--- config.mk ---
export PLATFORM = sky130hd
export DESIGN_NAME = dev_pwr_ctrl
export DESIGN_NICKNAME = d
export VERILOG_FILES = /design/src/rtl/dpsc_pkg.sv /design/src/rtl/dpsc_cfg_regs.sv /design/src/rtl/dpsc_fsm.sv /design/src/rtl/dpsc_gate.sv /design/src/rtl/dev_pwr_ctrl.sv
export SDC_FILE = /design/constraint.sdc
export NUM_CORES = 1
export LEC_CHECK = 0
export BUFFER_PORTS_ARGS = -buffer_cell sky130_fd_sc_hd__buf_2
export CELL_PAD_IN_SITES_DETAIL_PLACEMENT = 0
export CELL_PAD_IN_SITES_GLOBAL_PLACEMENT = 1
export CORE_ASPECT_RATIO = 1.2
export CORE_MARGIN = 10
export CORE_UTILIZATION = 22
export DETAILED_ROUTE_END_ITERATION = 8
export PLACE_DENSITY = 0.93
export SETUP_SLACK_MARGIN = 0.15
export SKIP_LAST_GASP = 1
export SYNTH_ARGS = -nofsm -noshare
export SYNTH_HDL_FRONTEND = slang
export SYNTH_HIERARCHICAL = 1
export SYNTH_SLANG_ARGS = --single-unit
--- constraint.sdc ---
create_clock -name clk -period 1.5 [get_ports clk]
set_input_delay 0 -clock clk [delete_from_list [all_inputs] [get_ports clk]]
set_output_delay 0 -clock clk [all_outputs]
set_load 0.02 [all_outputs]
--- src/rtl/dpsc_pkg.sv ---
package dpsc_pkg;
  typedef enum logic [1:0] {
    ST_D0U = 2'b00,
    ST_D0A = 2'b01,
    ST_D3  = 2'b11
  } pstate_e;

  // Power state field codes in the control/status register
  localparam logic [1:0] PSF_D0 = 2'b00;
  localparam logic [1:0] PSF_D3 = 2'b11;

  // Access kinds on the claim port
  localparam logic [1:0] ACC_CFG = 2'b00;
  localparam logic [1:0] ACC_MEM = 2'b01;
  localparam logic [1:0] ACC_IO  = 2'b10;
endpackage

--- src/rtl/dpsc_cfg_regs.sv ---
module dpsc_cfg_regs #(
  parameter int REG_W   = 16,
  parameter int IO_BIT  = 0,
  parameter int MEM_BIT = 1,
  parameter int BM_BIT  = 2,
  parameter int PME_BIT = 8
) (
  input  logic             clk,
  input  logic             rst_n,
  input  logic             wr_pmcsr,
  input  logic             wr_cmd,
  input  logic [REG_W-1:0] wdata,
  input  logic             clr_decode,
  output logic [REG_W-1:0] cmd_q,
  output logic             pme_en
);
  localparam logic [REG_W-1:0] ONE       = {{(REG_W-1){1'b0}}, 1'b1};
  localparam logic [REG_W-1:0] DEC_MASK  = (ONE << IO_BIT) | (ONE << MEM_BIT);
  localparam logic [REG_W-1:0] CMD_WMASK = DEC_MASK | (ONE << BM_BIT);

  logic [REG_W-1:0] cmd_nxt;

  // Decode clear on D3 entry takes priority over a same-cycle command write
  always_comb begin
    cmd_nxt = cmd_q;
    if (wr_cmd)     cmd_nxt = wdata & CMD_WMASK;
    if (clr_decode) cmd_nxt = cmd_nxt & ~DEC_MASK;
  end

  always_ff @(posedge clk) begin
    if (!rst_n) begin
      cmd_q  <= '0;
      pme_en <= 1'b0;
    end else begin
      cmd_q <= cmd_nxt;
      if (wr_pmcsr) pme_en <= wdata[PME_BIT];
    end
  end
endmodule

--- src/rtl/dpsc_fsm.sv ---
module dpsc_fsm
  import dpsc_pkg::*;
(
  input  logic       clk,
  input  logic       rst_n,
  input  logic       ps_wr,
  input  logic [1:0] ps_code,
  input  logic       mem_en,
  output pstate_e    state,
  output logic       d3_entry,
  output logic       state_chg
);
  pstate_e nxt;

  always_comb begin
    nxt = state;
    case (state)
      ST_D0U: begin
        if (ps_wr && ps_code == PSF_D3) nxt = ST_D3;
        else if (mem_en)                nxt = ST_D0A;
      end
      ST_D0A: begin
        if (ps_wr && ps_code == PSF_D3) nxt = ST_D3;
      end
      ST_D3: begin
        if (ps_wr && ps_code == PSF_D0) nxt = ST_D0U;
      end
      default: nxt = ST_D0U;
    endcase
  end

  assign d3_entry = (nxt == ST_D3) && (state != ST_D3);

  always_ff @(posedge clk) begin
    if (!rst_n) begin
      state     <= ST_D0U;
      state_chg <= 1'b0;
    end else begin
      state     <= nxt;
      state_chg <= (nxt != state);
    end
  end
endmodule

--- src/rtl/dpsc_gate.sv ---
module dpsc_gate
  import dpsc_pkg::*;
#(
  parameter int                 REG_W     = 16,
  parameter int                 IO_BIT    = 0,
  parameter int                 MEM_BIT   = 1,
  parameter int                 BM_BIT    = 2,
  parameter int                 PME_BIT   = 8,
  parameter int                 NUM_CLK   = 8,
  parameter logic [NUM_CLK-1:0] KEEP_MASK = 8'h03
) (
  input  pstate_e              state,
  input  logic [REG_W-1:0]     cmd_q,
  input  logic                 pme_en,
  input  logic                 acc_valid,
  input  logic [1:0]           acc_kind,
  output logic                 acc_claim,
  output logic [REG_W-1:0]     pmcsr_rdata,
  output logic [NUM_CLK-1:0]   clk_en,
  output logic                 mem_dec_en,
  output logic                 io_dec_en,
  output logic                 master_en,
  output logic                 tx_en,
  output logic                 idle_en,
  output logic                 phy_full_pwr
);
  logic in_d3, active;

  assign in_d3  = (state == ST_D3);
  assign active = (state == ST_D0A);

  assign mem_dec_en   = cmd_q[MEM_BIT] && !in_d3;
  assign io_dec_en    = cmd_q[IO_BIT]  && !in_d3;
  assign master_en    = cmd_q[BM_BIT]  && !in_d3;
  assign tx_en        = active;
  assign idle_en      = !(in_d3 && pme_en);
  assign phy_full_pwr = active;

  for (genvar g = 0; g < NUM_CLK; g++) begin : g_clk
    assign clk_en[g] = active || KEEP_MASK[g];
  end

  always_comb begin
    acc_claim = 1'b0;
    if (acc_valid) begin
      case (acc_kind)
        ACC_CFG: acc_claim = 1'b1;
        ACC_MEM: acc_claim = mem_dec_en;
        ACC_IO:  acc_claim = io_dec_en;
        default: acc_claim = 1'b0;
      endcase
    end
  end

  always_comb begin
    pmcsr_rdata          = '0;
    pmcsr_rdata[1:0]     = in_d3 ? PSF_D3 : PSF_D0;
    pmcsr_rdata[PME_BIT] = pme_en;
  end
endmodule

--- src/rtl/dev_pwr_ctrl.sv ---
module dev_pwr_ctrl
  import dpsc_pkg::*;
#(
  parameter int                 REG_W     = 16,
  parameter int                 IO_BIT    = 0,
  parameter int                 MEM_BIT   = 1,
  parameter int                 BM_BIT    = 2,
  parameter int                 PME_BIT   = 8,
  parameter int                 NUM_CLK   = 8,
  parameter logic [NUM_CLK-1:0] KEEP_MASK = 8'h03
) (
  input  logic               clk,
  input  logic               rst_n,
  input  logic               cfg_wr_pmcsr,
  input  logic               cfg_wr_cmd,
  input  logic [REG_W-1:0]   cfg_wdata,
  input  logic               acc_valid,
  input  logic [1:0]         acc_kind,
  output logic               acc_claim,
  output logic [REG_W-1:0]   pmcsr_rdata,
  output logic [REG_W-1:0]   cmd_rdata,
  output logic [1:0]         pwr_state,
  output logic               state_chg,
  output logic [NUM_CLK-1:0] clk_en,
  output logic               mem_dec_en,
  output logic               io_dec_en,
  output logic               master_en,
  output logic               tx_en,
  output logic               idle_en,
  output logic               phy_full_pwr,
  output logic               wake_armed
);
  pstate_e          state;
  logic             d3_entry;
  logic [REG_W-1:0] cmd_q;
  logic             pme_en;

  dpsc_cfg_regs #(
    .REG_W(REG_W), .IO_BIT(IO_BIT), .MEM_BIT(MEM_BIT),
    .BM_BIT(BM_BIT), .PME_BIT(PME_BIT)
  ) u_regs (
    .clk(clk), .rst_n(rst_n),
    .wr_pmcsr(cfg_wr_pmcsr), .wr_cmd(cfg_wr_cmd), .wdata(cfg_wdata),
    .clr_decode(d3_entry), .cmd_q(cmd_q), .pme_en(pme_en)
  );

  dpsc_fsm u_fsm (
    .clk(clk), .rst_n(rst_n),
    .ps_wr(cfg_wr_pmcsr), .ps_code(cfg_wdata[1:0]),
    .mem_en(cmd_q[MEM_BIT]),
    .state(state), .d3_entry(d3_entry), .state_chg(state_chg)
  );

  dpsc_gate #(
    .REG_W(REG_W), .IO_BIT(IO_BIT), .MEM_BIT(MEM_BIT), .BM_BIT(BM_BIT),
    .PME_BIT(PME_BIT), .NUM_CLK(NUM_CLK), .KEEP_MASK(KEEP_MASK)
  ) u_gate (
    .state(state), .cmd_q(cmd_q), .pme_en(pme_en),
    .acc_valid(acc_valid), .acc_kind(acc_kind), .acc_claim(acc_claim),
    .pmcsr_rdata(pmcsr_rdata), .clk_en(clk_en),
    .mem_dec_en(mem_dec_en), .io_dec_en(io_dec_en), .master_en(master_en),
    .tx_en(tx_en), .idle_en(idle_en), .phy_full_pwr(phy_full_pwr)
  );

  assign cmd_rdata  = cmd_q;
  assign pwr_state  = state;
  assign wake_armed = pme_en;
endmodule

Word level (Yosys, flattened, before mapping). Cells that the tools add are included.

Input port bits: 23. Word-level logic and storage cells: 36. Output and inout bits: 51. Register bits after elaboration: 20.

Reductions and logical operators: 13. Mux-type cells: 9. Equality and inequality tests: 8. Bitwise logic cells: 1.

Operators by type and width (number): $mux 16 (1); $mux 2 (5); $eq 2x2->1 const B (4); $logic_and 1x1->1 (7); $logic_not 2->1 (3); $pmux 2 s3 (1); $eq 2x1->1 const B (2); $pmux 1 s3 (1); $logic_not 1->1 (2); $ne 2x2->1 (1); $ne 2x2->1 const B (1); $reduce_or 2->1 (1); $mux 1 (1); $not 1->1 (1).

Depth between registers and ports, before layout. Gate-level depths: netlist (run 1).

Depth in word-level cells: 7. Mapped depth: 4. Gate-level depth less buffers: 4.

Hierarchy. Netlist (run 1), hierarchy kept.

Modules (own cells, without submodules): dpsc_gate (area an instance 272.8 um2, instances 1, cells an instance 38); dpsc_cfg_regs (area an instance 247.7 um2, instances 1, cells an instance 27); dpsc_fsm (area an instance 142.6 um2, instances 1, cells an instance 16).

Worst setup path before layout (run 1). Ideal clock, no wire load.

Path type: reg-to-output. From: register u_fsm.state[0]. To: output port clk_en[2]. Buffers on the path: 1. Data arrival time: 1372 ps. Cell stages (with the launch flop): 3. Slack: 128 ps. Data required time: 1500 ps. Cell sequence: dfxtp_1 -> nor2b_1 -> buf_4.

Word-level cells in the longest chain between the ends: 1.

RTL lines: from (decl) (RTL line dpsc_fsm.sv:9) `output pstate_e state,`; from (signal assigned) (RTL line dpsc_fsm.sv:39) `state <= nxt;`; $eq 2x1->1 (RTL line dpsc_gate.sv:30) `assign active = (state == ST_D0A);`; to (decl) (RTL line dev_pwr_ctrl.sv:24) `output logic [NUM_CLK-1:0] clk_en,`.

No other way between the ends.

Worst setup path in the final report (run 1).
From: register u_fsm.state[1]. To: output port acc_claim.

Word-level cells in the longest chain between the ends: 5. Elaborated cells on any way between the ends: 6.

RTL lines: $eq 2x2->1 * (RTL line dpsc_gate.sv:29) `assign in_d3 = (state == ST_D3);`; $logic_not 1->1 * (RTL line dpsc_gate.sv:32, dpsc_gate.sv:33); $logic_and 1x1->1, on equally long branches (RTL line dpsc_gate.sv:33, dpsc_gate.sv:32); $pmux 1 s3 * (RTL line dpsc_gate.sv:46) `case (acc_kind)`; $mux 1 * (RTL line dpsc_gate.sv:45) `if (acc_valid) begin`; to (decl) (RTL line dev_pwr_ctrl.sv:19) `output logic acc_claim,`.

Every way passes the cells marked *; elsewhere a longest branch is shown, timed or not.

==> impl_metrics.csv, run 1 <==
group,metric,value,unit
outcome,status,"finished clean",
die,core,0.002838,mm2
power_and_ir_drop,p_leak,0.0004255,uW
drt,wl_per_cell,11.92,um
yosys,synth_top_family_by_area,"buffers and inverters",
place,place_area,681.9,um2
yosys,synth_fa_ha_area_frac,0,
final_layout,nets,129,
die,fp.dieH,80.14,um
clock_network,cts_max_level,1,
place,gp_congestion,0.6891,
setup_path,start_kind,"register",
yosys,yosys.area_share.simple,0.1887,
yosys,synth_edf_count,0,
sta,clock.fmax,0.7996,GHz
clock_network,hold_buffers,0,
clock_network,cts_root_buffer,"clkbuf_4",
die,fp-row-count,21,
sta,setup_viol,0,
drt,dr.pass1.iters,4,
final_layout,design_area,724.4,um2
sta,tns,0,ns
final_layout,drive_gt1_frac,0.4381,
yosys,synthXorXnorAreaFrac,0,
place,hpwl,1477,um
yosys,yosys_warnings,6,
clock_network,cts_resized,2,
yosys,syn_avg_cell_area,8.187,um2
global_routing,grt_pass1_wl,2484,um
place,port_buffers,33,
setup_path,cp_top_family,"flip-flops",
die,initial_core_util,0.2337,
final_layout,multi_input_area,322.8,um2
final_layout,postLayoutCoreUtil,0.2553,
sta,clock_skew,0.01188,ns
setup_path,arrival,1.25,ns
clock_network,insertion_delay,0.26,ns
global_routing,globalRoute.totalOverflow,0,
final_layout,syn2layout_area_growth,9.245,%
clock_network,path_clk_slew,0.06,ns
final_layout,diodes,0,
clock_network,cts_inserted_buffers,3,
drt,drt_iter0_markers,10,
yosys,yosysSeqAreaShare,0.2113,
drt,avgViaCountPerCell,3.597,
global_routing,grt_max_degree,9,
setup_path,critical-path-max-stage-delay,0.39,ns
die,chipWidth,70.12,um
yosys,synthMuxAreaShare,0.06038,
setup_path,crit_type,"register to output port",
sta,post-route-period-util,0.8338,
drt,drcViolationCount,0,
setup_path,critPathBufInv,2,
global_routing,track_usage,0.05416,
yosys,syn_inst,81,
drt,wl,1657,um
yosys,synth_cell_types,21,
yosys,ys_ff_latch,7,
clock_network,postCtsSetupRepairBufs,0,
yosys,ys.flop_type,"dfxtp_1",
drt,vias,500,
sta,period_minus_slack,1.251,ns
sta,rsz0062_at_grt,"no",
die,fp.dieArea,0.005619,mm2
setup_path,crit_slowest_cell,"dfxtp_4",
setup_path,required,1.50,ns
yosys,syn_area,663.1,um2
setup_path,path_max_fanout,7,
global_routing,grt_pass1_vias,562,
clock_network,clock_sink_count,7,
sta,hold_viol,0,
sta,drv_slew,0,
setup_path,cp_cell_sequence,"nand2_4 > clkinv_4 > nor3b_2 > o31a_1 > buf_4",
clock_network,clock_path_buffers,2,
min_path,hp-class,"primary input to register",
setup_path,worst_setup_path_end_kind,"output port",
run,maxCapViolations,0,
sta,holdWs,0.008072,ns
clock_network,cts_tree,"built",
yosys,synth_compound_area_frac,0.06792,
global_routing,antenna_found_initial,0,
drt,detail-route-antenna-nets,0,
die,ios,74,
final_layout,regArea,147.6,um2
final_layout,fill_cells,327,
power_and_ir_drop,power.density,831.8,mW/mm2
yosys,ys_async_sr_fraction,0,
power_and_ir_drop,vdd.ir_drop.worst,0.3146,mV
[final cells by class]
| type | instances | area share |
|---|---|---|
| Timing Repair Buffer | 33 | 0.2314 |
| Tap cell | 34 | 0.05872 |
| Inverter | 3 | 0.02245 |
| Clock buffer | 3 | 0.03109 |
| Multi-Input combinational cell | 58 | 0.4456 |
| Sequential cell | 7 | 0.2038 |
| Clock inverter | 1 | 0.006908 |
[cells in the mapped netlist, types with 2 or more instances]
cell	n	area share
buf_4	38	0.43
dfxtp_1	7	0.21
nor2_1	6	0.034
mux2i_1	4	0.060
conb_1	3	0.017
nor2b_1	3	0.028
and2_1	2	0.019
inv_1	2	0.011
nand2_1	2	0.011
nand2b_1	2	0.019
nor3b_2	2	0.038
[per-layer routing]
layer | share of wire | track usage | wire length, um | vias up
met5 | 0 | 0 | 0 | -
met4 | 0.0084 | 0.02964 | 14 | 0
met3 | 0.21 | 0.05289 | 345 | 2
met2 | 0.40 | 0.07260 | 662 | 49
met1 | 0.38 | 0.05344 | 635 | 212
li1 | - | - | - | 237
[registers in the layout, summed over array words and instances (netlist names)]
register and flops:
u_fsm/state_chg 1, u_fsm/state 2, u_regs/cmd_q 3, u_regs/pme_en 1
[logic make-up after synthesis]
kind of cell	Yosys count
other cells	3
buf+inv	41
simple gates	21
flops	7
compound gates	5
mux	4
[per-stage QoR]
step	power, uW	setup slack (ns)	std cells
final	602.6	0.2493	139
after global routing	640.6	0.1763	139
after CTS	609.6	0.1771	139
after detailed placement	427.0	0.3744	135
after global placement	424.6	0.3787	135
after floorplan	442.9	0.3353	106
[power by group]
group / internal, uW / switching [uW] / total (uW)
Sequential: 196 / 13.6 / 210
Clock: 97.9 / 78.9 / 177
Combinational: 58.7 / 157 / 216
[path summary, 6_finish.rpt]
| path | from | end | slack (ns) | cells after the start |
|---|---|---|---|---|
| max | u_fsm/state[1]$_SDFF_PN0_ | acc_claim | 0.25 | 5 |
| min | rst_n | u_fsm/state[1]$_SDFF_PN0_ | 0.008 | 2 |
| max reg2reg | u_fsm/state[1]$_SDFF_PN0_ | u_fsm/state[0]$_SDFF_PN0_ | 0.63 | 3 |
| min reg2reg | u_regs/cmd_q[0]$_SDFFE_PP0P_ | u_regs/cmd_q[0]$_SDFFE_PP0P_ | 0.54 | 2 |
[cell usage in the layout, fill, tap and decap left out, types with 2 or more instances in the layout]
cell	n
nor2b_1	2
nand2_1	2
nand2b_1	2
dfxtp_4	2
mux2i_1	4
buf_2	32
dfxtp_1	5
inv_1	2
nor3b_2	2
nor2_1	6
clkbuf_4	3
and2_1	2
conb_1	28
[worst register-to-register path: stages (launching register included)]
cell,delay [ns]
dfxtp_4,0.37
inv_1,0.09
o21ai_0,0.09
a221oi_1,0.21
Power figures use the tool's default switching activity.
==> inputs of run 2 (changes only) <==
CORE_UTILIZATION = 21   (was 22)
PLACE_DENSITY = 0.9   (was 0.93)
clock period = 1.3 ns   (was 1.5 ns; I/O delays follow)
==> impl_metrics.csv, run 2 (same netlist as run 1, synthesis figures left out) <==
group,metric,value,unit
global_routing,grtUsageMet1,0.05096,
sta,post-route-period-util,0.9159,
drt,dr.pass1.iters,4,
clock_network,cts_inserted_buffers,3,
power_and_ir_drop,power.density,909.1,mW/mm2
global_routing,busiest_layer,"met2",
clock_network,cts_root_buffer,"clkbuf_4",
global_routing,gr-usage-met2,0.08304,
final_layout,largest-register,"u_regs/cmd_q",
setup_path,start_kind,"register",
min_path,hp-class,"primary input to register",
global_routing,grt_max_degree,9,
sta,setup_viol,0,
sta,drv_slew,0,
sta,holdWs,0.01236,ns
die,ios,74,
setup_path,cp-startpoint,"u_fsm/state[0]$_SDFF_PN0_",
sta,hold_viol,0,
power_and_ir_drop,total_power,721.1,uW
final_layout,nets,133,
min_path,whs_path_depth,3,
setup_path,r2r_slack,0.27,ns
drt,wl,1695,um
clock_network,insertion_delay,0.25,ns
min_path,min_from,"cfg_wdata[2]",
setup_path,required,1.30,ns
drt,vias,523,
clock_network,clock_path_buffers,2,
clock_network,clock_sink_count,7,
final_layout,largest_reg_flops,3,
sta,rsz0062_at_grt,"yes",
clock_network,cts_tree,"built",
run,maxCapViolations,0,
place,hpwl,1446,um
setup_path,arrival,1.19,ns
setup_path,crit_type,"register to output port",
drt,wl_per_cell,11.69,um
min_path,holdPathEnd,"u_regs/cmd_q[2]$_SDFFE_PN0P_",
power_and_ir_drop,p_leak,0.0004536,uW
final_layout,layout_common_cells,"28 x buf_2, 28 x conb_1, 6 x nor2_1",
sta,clock.fmax,0.8399,GHz
die,core,0.003055,mm2
setup_path,path_max_fanout,8,
drt,avgViaCountPerCell,3.607,
die,fp-row-count,22,
place,port_buffers,33,
outcome,status,"finished clean",
final_layout,reg_top3,"u_regs/cmd_q x3, u_fsm/state x2",
final_layout,syn2layout_area_growth,19.62,%
setup_path,r2r_end,"u_fsm/state_chg$_SDFF_PN0_",
die,initial_core_util,0.2170,
power_and_ir_drop,vdd.ir_drop.worst,0.3669,mV
final_layout,drive_gt1_frac,0.4679,
final_layout,diodes,0,
clock_network,cts_max_level,1,
global_routing,grt_pass1_wl,2490,um
global_routing,globalRoute.totalOverflow,0,
global_routing,grt_use_met3,0.03257,
final_layout,postLayoutCoreUtil,0.2596,
drt,detail-route-antenna-nets,0,
sta,clock_skew,0.004231,ns
setup_path,worst_setup_path_end_kind,"output port",
die,fp.dieH,81.56,um
setup_path,ff2ff_path_depth,3,
global_routing,antenna_found_initial,0,
sta,period_minus_slack,1.191,ns
clock_network,hold_buffers,0,
global_routing,grt_pass1_vias,566,
place,gp_congestion,0.7328,
clock_network,path_clk_slew,0.06,ns
setup_path,r2r-start,"u_fsm/state[0]$_SDFF_PN0_",
drt,drt_iter0_markers,14,
die,chipWidth,71.30,um
die,fp.dieArea,0.005815,mm2
drt,drcViolationCount,0,
sta,tns,0,ns
global_routing,track_usage,0.05042,
-- run 2: cell count changes in the layout (fill, tap and decap cells not counted), sizes merged --
cell	previous run	this run
clkinv	2	1
buf	33	37
clkbuf	3	4
-- run 2: where the power goes --
group / internal [uW] / leakage (uW) / switching [uW] / total, uW
registers: 229 / 0.0000591 / 11.8 / 241
logic: 89.5 / 0.000380 / 191 / 281
clock network: 117 / 0.0000150 / 82.7 / 200
-- run 2: worst max path at each step --
stage | end | slack, ns | cells past startpoint
2_1_floorplan | acc_claim | 0.14 | 4
3_3_place_gp | acc_claim | 0.21 | 5
3_5_place_dp | acc_claim | 0.20 | 5
4_1_cts | acc_claim | 0.10 | 5
5_1_grt | acc_claim | 0.04 | 5
6_report | clk_en[3] | 0.11 | 3
-- run 2: metal layers --
metal  wire [um]  vias to the layer above
met4           0                        0
met1         688                      231
li1            -                      248
met3         228                        0
met5           0                        -
met2         778                       44
-- run 2: what timing repair did --
| action | in CTS | in global routing |
|---|---|---|
| resized for setup | 8 | 8 |
| buffers inserted | 3 | 0 |
| endpoints found under the setup margin | 4 | 9 |
| pin swaps | 2 | 0 |
-- run 2: area by class of cell --
class	count	area [um2]
clock buffer	4	26.28
fill	346	2262
multi-input combinational	58	332.8
tap	36	45.04
timing repair buffer	37	226.5
inverter	3	16.27
sequential	7	146.4
-- run 2: worst max-delay path, cell delays in order, from the launching register on --
cell,delay (ns)
dfxtp_4,0.36
buf_4,0.13
nor2b_4,0.24
buf_2,0.21
-- run 2: stage by stage --
step / std cells / cell area, um2 / worst slack (ns)
after floorplan: 106 / 764.5 / 0.1416
after global placement: 138 / 696.9 / 0.2126
after detailed placement: 138 / 696.9 / 0.2045
after CTS: 145 / 768.2 / 0.1042
after global routing: 145 / 793.3 / 0.04331
final: 145 / 793.3 / 0.1093
==> inputs of run 3 (changes only) <==
CORE_UTILIZATION = 19   (was 21)
PLACE_DENSITY = 0.86   (was 0.9)
clock period = 1.02 ns   (was 1.3 ns; I/O delays follow)
==> impl_metrics.csv, run 3 (same netlist as run 1, synthesis figures left out) <==
group,metric,value,unit
outcome,status,"finished, violations left",
outcome,violations,"setup timing",
setup_path,critical_path.endpoint,"io_dec_en",
clock_network,cts_tree,"built",
die,chipWidth,73.93,um
drt,drcViolationCount,0,
power_and_ir_drop,total_power,1079,uW
final_layout,regArea,148.9,um2
final_layout,final_common_cell,"conb_1",
setup_path,r2r_slack,0.08,ns
setup_path,r2r-start,"u_fsm/state[0]$_SDFF_PN0_",
global_routing,grt_pass1_vias,594,
sta,post-route-period-util,1.132,
die,initial_core_util,0.1987,
clock_network,path_clk_slew,0.04,ns
final_layout,largest-register,"u_regs/cmd_q",
clock_network,cts_inserted_buffers,3,
global_routing,antenna_found_initial,0,
die,ios,74,
drt,wl,1739,um
power_and_ir_drop,p_leak,0.0004923,uW
final_layout,layout_common_cells,"28 x conb_1, 19 x buf_2, 12 x buf_6",
power_and_ir_drop,vdd.ir_drop.worst,0.9180,mV
clock_network,insertion_delay,0.23,ns
final_layout,drive_gt1_frac,0.5446,
sta,drv_slew,0,
final_layout,diodes,0,
sta,rsz0062_at_grt,"yes",
setup_path,cp-startpoint,"u_fsm/state[1]$_SDFF_PN0_",
final_layout,reg_top3,"u_regs/cmd_q x3, u_fsm/state x2",
place,port_buffers,33,
clock_network,cts_root_buffer,"clkbuf_8",
place,hpwl,1400,um
final_layout,syn2layout_area_growth,37.74,%
clock_network,clock_sink_count,7,
sta,setup_viol,13,
setup_path,crit_type,"register to output port",
run,maxCapViolations,0,
setup_path,ff2ff_path_depth,3,
place,dp_slack,0.04583,ns
sta,clock.fmax,0.8661,GHz
clock_network,hold_buffers,0,
setup_path,required,1.02,ns
final_layout,nets,136,
setup_path,r2r_end,"u_fsm/state_chg$_SDFF_PN0_",
power_and_ir_drop,power.density,1182,mW/mm2
drt,avgViaCountPerCell,3.584,
final_layout,multi_input_area,359.1,um2
drt,drt_iter0_markers,30,
sta,period_minus_slack,1.155,ns
die,core,0.003338,mm2
sta,clock_skew,0.001676,ns
drt,detail-route-antenna-nets,0,
setup_path,worst_setup_path_end_kind,"output port",
drt,dr.pass1.iters,4,
global_routing,grt_pass1_wl,2456,um
die,fp-row-count,23,
final_layout,largest_reg_flops,3,
place,gp_congestion,0.7231,
sta,setup_ws,-0.1346,ns
setup_path,start_kind,"register",
final_layout,final-instance-count-excl-fill,149,
global_routing,grt_max_degree,9,
final_layout,postLayoutCoreUtil,0.2736,
clock_network,cts_max_level,1,
global_routing,track_usage,0.04722,
final_layout,fill_cells,337,
clock_network,clock_path_buffers,2,
place,place_inst,140,
setup_path,arrival,1.15,ns
min_path,hp-class,"primary input to register",
sta,holdWs,0.03722,ns
die,fp.dieH,84.72,um
drt,wl_per_cell,11.67,um
drt,vias,534,
setup_path,path_max_fanout,3,
die,fp.dieArea,0.006263,mm2
sta,hold_viol,0,
global_routing,globalRoute.totalOverflow,0,
==> run 3: cell type report <==
type / count / share of cell area
well taps: 37 / 0.05068
repair buffers: 40 / 0.3260
multi-input cells: 58 / 0.3932
clock buffers: 4 / 0.04932
flip-flops and latches: 7 / 0.1630
inverters: 3 / 0.01781
==> run 3: through the flow <==
stage / setup TNS [ns] / cell area [um2]
after floorplan: 0 / 802.0
after global placement: 0 / 724.4
after detailed placement: 0 / 724.4
after CTS: -1.139 / 878.3
after global routing: -1.866 / 913.4
final: -1.313 / 913.4
==> run 3: critical path, stage by stage (launching register included) <==
cell	delay (ns)
dfxtp_4	0.36
nand2_4	0.06
buf_4	0.13
buf_6	0.11
and2_4	0.15
buf_6	0.12
==> run 3: timing repair <==
action / in CTS / in global routing
setup buffers: 4 / 1
pin swaps: 3 / 2
gates cloned: 0 / 0
endpoints found under the setup margin: 18 / 21
gates resized for setup: 26 / 9
==> run 3: routing by layer <==
metal | vias to the layer above | global-route usage | wire length, um
met5 | - | 0 | 0
met4 | 0 | 0.02037 | 0
met3 | 0 | 0.02120 | 244
met2 | 41 | 0.08152 | 814
met1 | 241 | 0.04673 | 681
li1 | 252 | - | -
==> run 3: worst min path at each step <==
stage / from / to / slack, ns / depth (start not counted)
after floorplan: rst_n / u_fsm/state[1]$_SDFF_PN0_ / 0.12 / 1
after global placement: cfg_wdata[2] / u_regs/cmd_q[2]$_SDFFE_PN0P_ / 0.26 / 3
after detailed placement: cfg_wdata[2] / u_regs/cmd_q[2]$_SDFFE_PN0P_ / 0.27 / 3
after CTS: cfg_wdata[2] / u_regs/cmd_q[2]$_SDFFE_PN0P_ / 0.03 / 3
after global routing: cfg_wdata[8] / u_regs/pme_en$_SDFFE_PN0P_ / 0.06 / 3
final: cfg_wdata[2] / u_regs/cmd_q[2]$_SDFFE_PN0P_ / 0.04 / 3
==> run 3: power by group <==
| group | switching, uW | internal (uW) |
|---|---|---|
| Clock | 115 | 270 |
| Combinational | 250 | 139 |
| Sequential | 14.8 | 291 |
